File: src/rtl/rx_cell_irq_pkg.sv
package rx_cell_irq_pkg;
    localparam int NUM_CAUSES = 7;
    localparam int REG_W      = 8;
    localparam int RSVD_POS   = 2;
    // register bit position for each cause index
    localparam int unsigned BIT_POS [NUM_CAUSES] = '{0, 1, 3, 4, 5, 6, 7};
    // causes captured on both edges (persistent conditions)
    localparam logic [NUM_CAUSES-1:0] DUAL_MASK = 7'b000_0001;
endpackage

File: src/rtl/rx_cell_irq_edge.sv
module rx_cell_irq_edge #(
    parameter int W = 7,
    parameter logic [W-1:0] DUAL = '0
) (
    input  logic         clk,
    input  logic         rst_n,
    input  logic [W-1:0] sig,
    output logic [W-1:0] ev
);
    logic [W-1:0] prev_q;

    // previous value always tracks, independent of enables
    always_ff @(posedge clk or negedge rst_n) begin
        if (!rst_n) prev_q <= '0;
        else        prev_q <= sig;
    end

    for (genvar i = 0; i < W; i++) begin : g_bit
        if (DUAL[i]) begin : g_dual
            assign ev[i] = sig[i] ^ prev_q[i];
        end else begin : g_rise
            assign ev[i] = sig[i] & ~prev_q[i];
        end
    end
endmodule

File: src/rtl/rx_cell_irq_flags.sv
module rx_cell_irq_flags #(
    parameter int W = 7
) (
    input  logic         clk,
    input  logic         rst_n,
    input  logic [W-1:0] set_ev,
    input  logic [W-1:0] en,
    input  logic         clr,
    output logic [W-1:0] flags
);
    logic [W-1:0] keep;
    logic [W-1:0] flags_d;

    always_comb begin
        keep    = clr ? '0 : flags;
        // new qualified edge wins over the clearing read
        flags_d = keep | (set_ev & en);
    end

    always_ff @(posedge clk or negedge rst_n) begin
        if (!rst_n) flags <= '0;
        else        flags <= flags_d;
    end
endmodule

File: src/rtl/rx_cell_irq_pack.sv
module rx_cell_irq_pack
    import rx_cell_irq_pkg::*;
(
    input  logic [NUM_CAUSES-1:0] flags,
    output logic [REG_W-1:0]      byte_out
);
    always_comb begin
        byte_out = '0;
        for (int i = 0; i < NUM_CAUSES; i++) begin
            byte_out[BIT_POS[i]] = flags[i];
        end
        byte_out[RSVD_POS] = 1'b0;
    end
endmodule

File: src/rtl/rx_cell_irq_reg.sv
module rx_cell_irq_reg
    import rx_cell_irq_pkg::*;
(
    input  logic                  clk,
    input  logic                  rst_n,
    input  logic [NUM_CAUSES-1:0] status_in,
    input  logic [NUM_CAUSES-1:0] enable,
    input  logic                  rd_stb,
    output logic [REG_W-1:0]      rd_data,
    output logic                  irq
);
    logic [NUM_CAUSES-1:0] edge_ev;
    logic [NUM_CAUSES-1:0] flags;

    rx_cell_irq_edge #(
        .W   (NUM_CAUSES),
        .DUAL(DUAL_MASK)
    ) edge_i (
        .clk  (clk),
        .rst_n(rst_n),
        .sig  (status_in),
        .ev   (edge_ev)
    );

    rx_cell_irq_flags #(
        .W(NUM_CAUSES)
    ) flags_i (
        .clk   (clk),
        .rst_n (rst_n),
        .set_ev(edge_ev),
        .en    (enable),
        .clr   (rd_stb),
        .flags (flags)
    );

    rx_cell_irq_pack pack_i (
        .flags   (flags),
        .byte_out(rd_data)
    );

    assign irq = |flags;
endmodule

File: config.mk
export PLATFORM = sky130hd
export DESIGN_NAME = rx_cell_irq_reg
export DESIGN_NICKNAME = d
export VERILOG_FILES = /design/src/rtl/rx_cell_irq_pkg.sv /design/src/rtl/rx_cell_irq_edge.sv /design/src/rtl/rx_cell_irq_flags.sv /design/src/rtl/rx_cell_irq_pack.sv /design/src/rtl/rx_cell_irq_reg.sv
export SDC_FILE = /design/constraint.sdc
export NUM_CORES = 1
export LEC_CHECK = 0
export CAP_MARGIN = 15
export CORE_UTILIZATION = 35
export DETAILED_ROUTE_END_ITERATION = 10
export PLACE_DENSITY_LB_ADDON = 0.15
export SKIP_LAST_GASP = 1
export SLEW_MARGIN = 5
export SYNTH_ARGS = -nofsm -noshare
export SYNTH_HDL_FRONTEND = slang
export SYNTH_SLANG_ARGS = --single-unit
File: constraint.sdc
create_clock -name clk -period 1.1 [get_ports clk]
set_clock_uncertainty 0.1 [all_clocks]
set_input_delay 0.11 -clock clk [delete_from_list [all_inputs] [get_ports clk]]
set_output_delay 0.11 -clock clk [all_outputs]
set_load 0.005 [all_outputs]
==> results.toml, run 1 <==
[outcome]
status = "finished with violations"
violations = "setup timing"

[placement]
io_buffers = 24
placed_cells = 81
place.gp.congestion = 0.685
post_dp_cell_area_sq_um = 786
pre_cts_ws_ps = -335

[timing]
fmax_mhz = 679
finalSetupViolations = 4
tns_ps = -463
rsz0062_at_grt = "yes"
post-route-period-util_pct = 134
hold_viol_final = 0
timing.final.ws_setup_ps = -373
holdWs_ps = 36.7
fin_crit_ps = 1470
finalMaxSlewViolations = 0

[route]
wl_mm = 1.17
vias = 401
drc = 0
first_pass_iters = 1
drt_iter0_markers = 0
antenna_left = 0
wire_per_inst_um = 13.3
via_per_inst = 4.56

[critical_path]
r2r-end = "flags_i.flags[0]$_DFF_PN0_"
r2r_cells = 3
slowest_stage = "dfrtp_1"
slowest_delay_ps = 410
required_ps = 890
rrSetupSlack_ps = 20
r2r_start = "flags_i.flags[0]$_DFF_PN0_"
critPathMaxFanout = 2
crit_chain = "nor4_2, nand4_1, buf_2"
crit_path_end_kind = "primary output"
crit_path_start_kind = "register"
arrival_ps = 1260
crit_family = "simple AND/OR/NAND/NOR gates"
crit_buf_inv = 1
path_class = "reg -> out"

[cts]
cts_max_level = 1
cts_inserted_buffers = 3
cts_tree = "done"
cts.clk_slew.worst_paths_ps = 80
clockRootBuffer = "clkbuf_4"
clk_path_buf_depth = 2
cts.sinks = 14
clkLatencyLatePin_ps = 270

[floorplanning]
die_y_um = 38.9
initial_core_util_pct = 40.1
pin_count = 26
dieArea_sq_um = 1510
rows = 12
fp.coreArea_sq_um = 1190
die_w_um = 38.9

[cells_and_area]
insertedDiodeCount = 0
nFillCells = 94
multi_input_area_sq_um = 109
area_growth_pct = 74.5
instances_no_fill = 88
final_core_util_pct = 69.9
layout.nets = 93
layout-drive-gt1-share_pct = 32.4
seq_area_sq_um = 350
final_area_sq_um = 830

[power]
power_frac_comb_pct = 20.4
fin_total_pwr_mw = 1.07
p_sw_share_pct = 22.9
leakage_nw = 0.396
pwr-share-clk_pct = 26.1
ir_worst_vdd_mv = 0.813
switching_power_mw = 0.244
intPower_mw = 0.822
power_density_nw_per_um2 = 1280
power_frac_seq_pct = 53.5

[synthesis]
ys_warn_count = 0
postSynthAreaPerCell_sq_um = 13.2
ys_types = 11
synth_cells = 36
synth_compound_area_share_pct = 11.6
synth_most_common_cell = "dfrtp_1"
synth_xor_area_share_pct = 1.84
synth_edf_count = 0
yosysTopAreaCell = "dfrtp_1"
synth_fa_ha_area_share_pct = 0
synth.area.mux_share_pct = 0
synth_nets = 53
synth-main-ff-cell = "dfrtp_1"
syn_area_sq_um = 475
async_flop_share_pct = 100
yosys-top-cells-count = "14 x dfrtp_1, 6 x nand2_1, 4 x inv_1"
post-synth-top-area-fraction_pct = 73.7
ys_ff_latch = 14
synth_top_family_by_area = "compound AO/OA/AOI/OAI gates"
yosys.area_share.simple_pct = 7.37
synth_seq_area_share_pct = 73.7
synth_area_leaders = "dfrtp_1 74%, o2bb2ai_1 5.5%, nand2_1 4.7%"

[grt]
grt.overflow.total = 0
grt.total_usage_pct = 19.1
grt_pass1_vias = 430
antenna_found_initial = 0
grt_pass1_wl_mm = 1.77
grt_max_degree = 15

[hold_path]
hp-class = "in -> async"

[job]
maxCapViolCount = 0
cell families after synthesis:
logic type	Yosys count
AO/OA/AOI/OAI	7
XOR/XNOR	1
buffers and inverters	5
flip-flops	14
other	1
AND/OR/NAND/NOR	8
power groups by stage:
stage	Combinational [mW]	Clock, mW	Sequential (mW)
CTS	0.206	0.295	0.568
finish	0.217	0.278	0.570
global placement	0.202	0	0.573
detailed placement	0.205	0	0.576
floorplan	0.0387	0	0.578
global route	0.238	0.318	0.574
sequential cells by signal (all words and copies together) (netlist names):
| signal | count |
|---|---|
| edge_i.prev_q | 7 |
| flags_i.flags | 7 |
per-layer routing:
metal	wire length, um	share of wire [%]	global-route usage (%)	up-vias
met1	468	40	18.4	184
met4	8	0.69	7.76	0
li1	-	-	-	198
met5	0	0	0	-
met2	616	53	34.6	17
met3	73	6.3	8.67	2
worst max-delay path by stage:
stage	slack, ps	depth (start not counted)	from	end
floorplan	120	2	flags_i.flags[0]$_DFF_PN0_	irq
global placement	-340	3	flags_i.flags[0]$_DFF_PN0_	irq
detailed placement	-340	3	flags_i.flags[0]$_DFF_PN0_	irq
CTS	-300	3	flags_i.flags[6]$_DFF_PN0_	irq
global route	-470	3	flags_i.flags[6]$_DFF_PN0_	irq
finish	-370	3	flags_i.flags[6]$_DFF_PN0_	irq
layout by cell type, fill, tap and decap left out:
cell,count
dfrtp_1,14
conb_1,1
o22ai_1,3
buf_2,1
a22o_2,1
o2bb2ai_1,3
nand2_1,6
xor2_1,1
buf_6,4
inv_1,4
buf_4,10
clkdlybuf4s50_1,16
nor4_2,1
clkdlybuf4s15_1,1
clkbuf_2,4
nand4_1,1
clkbuf_4,3
area by class of cell:
type / instances / share of cell area (%)
timing repair buffer: 36 / 38.0
inverter: 4 / 1.81
clock buffer: 3 / 2.71
sequential: 14 / 42.2
tap: 14 / 2.11
multi-input combinational: 17 / 13.1
timing repair:
action	4_1_cts	5_1_grt
cloned	0	0
pin swaps	2	0
resized for setup	23	8
buffers inserted	2	2
endpoints found under the setup margin	8	7
hold buffers	0	0
No activity file was read; power rests on OpenSTA's default activity.
==> run 2: changes to the inputs <==
==> constraint.sdc (replaced) <==
create_clock -name clk -period 1.1 [get_ports clk]
set_clock_uncertainty 0.1 [all_clocks]
set_input_delay 0.275 -clock clk [delete_from_list [all_inputs] [get_ports clk]]
set_output_delay 0.275 -clock clk [all_outputs]
set_load 0.005 [all_outputs]
==> run 2 against run 1 <==
Effect of this change: the run still ends with setup timing left; worst hold slack better by 180 ps; global-route usage down 0.72 points; critical path depth unchanged; non-clock buffer count unchanged; cell area up 6.5%; wire length down 4.1%; first-iteration DRC count up 8.
==> results.toml, run 2 (synthesis results as in run 1) <==
[floorplanning]
die_w_um = 38.9
dieArea_sq_um = 1510
pin_count = 26
rows = 12
initial_core_util_pct = 40.1
fp.coreArea_sq_um = 1190
die_y_um = 38.9

[placement]
place.gp.congestion = 0.755
post_dp_cell_area_sq_um = 821
placed_cells = 84
hpwl_um = 817
pre_cts_ws_ps = -518
io_buffers = 24

[route]
wire_per_inst_um = 12.6
first_pass_iters = 4
vias = 403
wl_mm = 1.12
drc = 0
drt_iter0_markers = 8
antenna_left = 0
via_per_inst = 4.53

[timing]
rsz0062_at_grt = "yes"
fin_crit_ps = 1570
finalSetupViolations = 8
timing.final.ws_setup_ps = -465
hold_viol_final = 0
finalMaxSlewViolations = 0
post-route-period-util_pct = 142
fmax_mhz = 639

[cells_and_area]
final_cell_mix = "16 x clkdlybuf4s50_1, 14 x dfrtp_1, 8 x buf_6"
layout.nets = 93
insertedDiodeCount = 0
area_growth_pct = 85.8
layout.cells.most_common = "clkdlybuf4s50_1"
layout-drive-gt1-share_pct = 33.3
nFillCells = 90
instances_no_fill = 89
final_area_sq_um = 883
largestRegisters = "edge_i.prev_q (7), flags_i.flags (7)"

[critical_path]
critPathMaxFanout = 2
r2r_cells = 2
rrSetupSlack_ps = 90
r2r_start = "flags_i.flags[0]$_DFF_PN0_"
crit_path_start_kind = "register"
crit_family = "flip-flops"
arrival_ps = 1190
path_class = "reg -> out"
endpoint = "irq"
crit_path_end_kind = "primary output"
crit_buf_inv = 1
cp.depth = 3
slowest_stage = "dfrtp_1"
startpoint = "flags_i.flags[0]$_DFF_PN0_"
slowest_delay_ps = 410
crit_chain = "nor4_4, nand4_1, buf_2"
r2r-end = "flags_i.flags[0]$_DFF_PN0_"
required_ps = 720

[cts]
clockRootBuffer = "clkbuf_4"
cts_tree = "done"
cts.sinks = 14
cts_max_level = 1
cts_inserted_buffers = 3
cts.clk_slew.worst_paths_ps = 80
clk_path_buf_depth = 2
clkLatencyLatePin_ps = 270
ctsHoldBuffers = 0

[power]
power_density_nw_per_um2 = 1320
ir_worst_vdd_mv = 0.844
leakage_nw = 0.416

[grt]
antenna_found_initial = 0
grt_pass1_wl_mm = 1.78
grt.overflow.total = 0
grt_pass1_vias = 429
grt.total_usage_pct = 18.4
grt_max_degree = 15

[hold_path]
hp-class = "in -> async"

[outcome]
status = "finished with violations"
violations = "setup timing"

[job]
maxCapViolCount = 0
## run 2: final cells by class
type / instances / area (sq um) / share of cell area [%]
clock buffer: 4 / 36.3 / 4.11
inverter: 4 / 15.0 / 1.70
multi-input combinational: 17 / 118 / 13.3
sequential: 14 / 350 / 39.7
tap: 14 / 17.5 / 1.98
timing repair buffer: 36 / 347 / 39.2
## run 2: what timing repair did
item,4_1_cts,5_1_grt
pin swaps,2,0
buffers inserted,2,1
resized for setup,35,4
cloned,0,0
endpoints found under the setup margin,8,8
## run 2: stage by stage
stage / hold WS, ps / power [mW] / setup TNS [ps] / utilization [%]
2_1_floorplan: -121 / 0.616 / -36.4 / -
3_3_place_gp: 305 / 0.790 / -2400 / 69.2
3_5_place_dp: 311 / 0.795 / -2580 / 69.2
4_1_cts: 213 / 1.16 / -1750 / 72.7
5_1_grt: 224 / 1.22 / -2010 / 74.5
6_report: 218 / 1.16 / -1730 / 74.5
## run 2: report_power, final
part / switching [mW] / internal (mW)
combinational: 0.0726 / 0.158
clock: 0.160 / 0.201
sequential: 0.0239 / 0.549
total: 0.257 / 0.908
## run 2: how the worst min path moves through the flow
stage                               startpoint                          to  slack [ps]  cells after the start
detailed placement  edge_i.prev_q[5]$_DFF_PN0_  flags_i.flags[5]$_DFF_PN0_         310                      1
finish                                   rst_n  edge_i.prev_q[2]$_DFF_PN0_         220                      2
global route                             rst_n  edge_i.prev_q[2]$_DFF_PN0_         220                      2
global placement    edge_i.prev_q[5]$_DFF_PN0_  flags_i.flags[5]$_DFF_PN0_         300                      1
floorplan                                rst_n  edge_i.prev_q[0]$_DFF_PN0_        -120                      0
CTS                                      rst_n  edge_i.prev_q[2]$_DFF_PN0_         210                      2
## run 2: per-layer routing
metal | track usage [%] | wire, um | vias up
li1 | - | - | 202
met1 | 20.4 | 471 | 186
met2 | 35.0 | 595 | 15
met3 | 1.73 | 51 | 0
met4 | 7.76 | 0 | 0
met5 | 0 | 0 | -
==> run 3: changes to the inputs <==
--- a/config.mk
+++ b/config.mk
@@ -5,7 +5,6 @@
 export SDC_FILE = /design/constraint.sdc
 export NUM_CORES = 1
 export LEC_CHECK = 0
-export CAP_MARGIN = 15
 export CORE_UTILIZATION = 35
 export DETAILED_ROUTE_END_ITERATION = 10
 export PLACE_DENSITY_LB_ADDON = 0.15
==> results of run 3 <==
Final layout, timing and power as in run 2 (identical DEF).
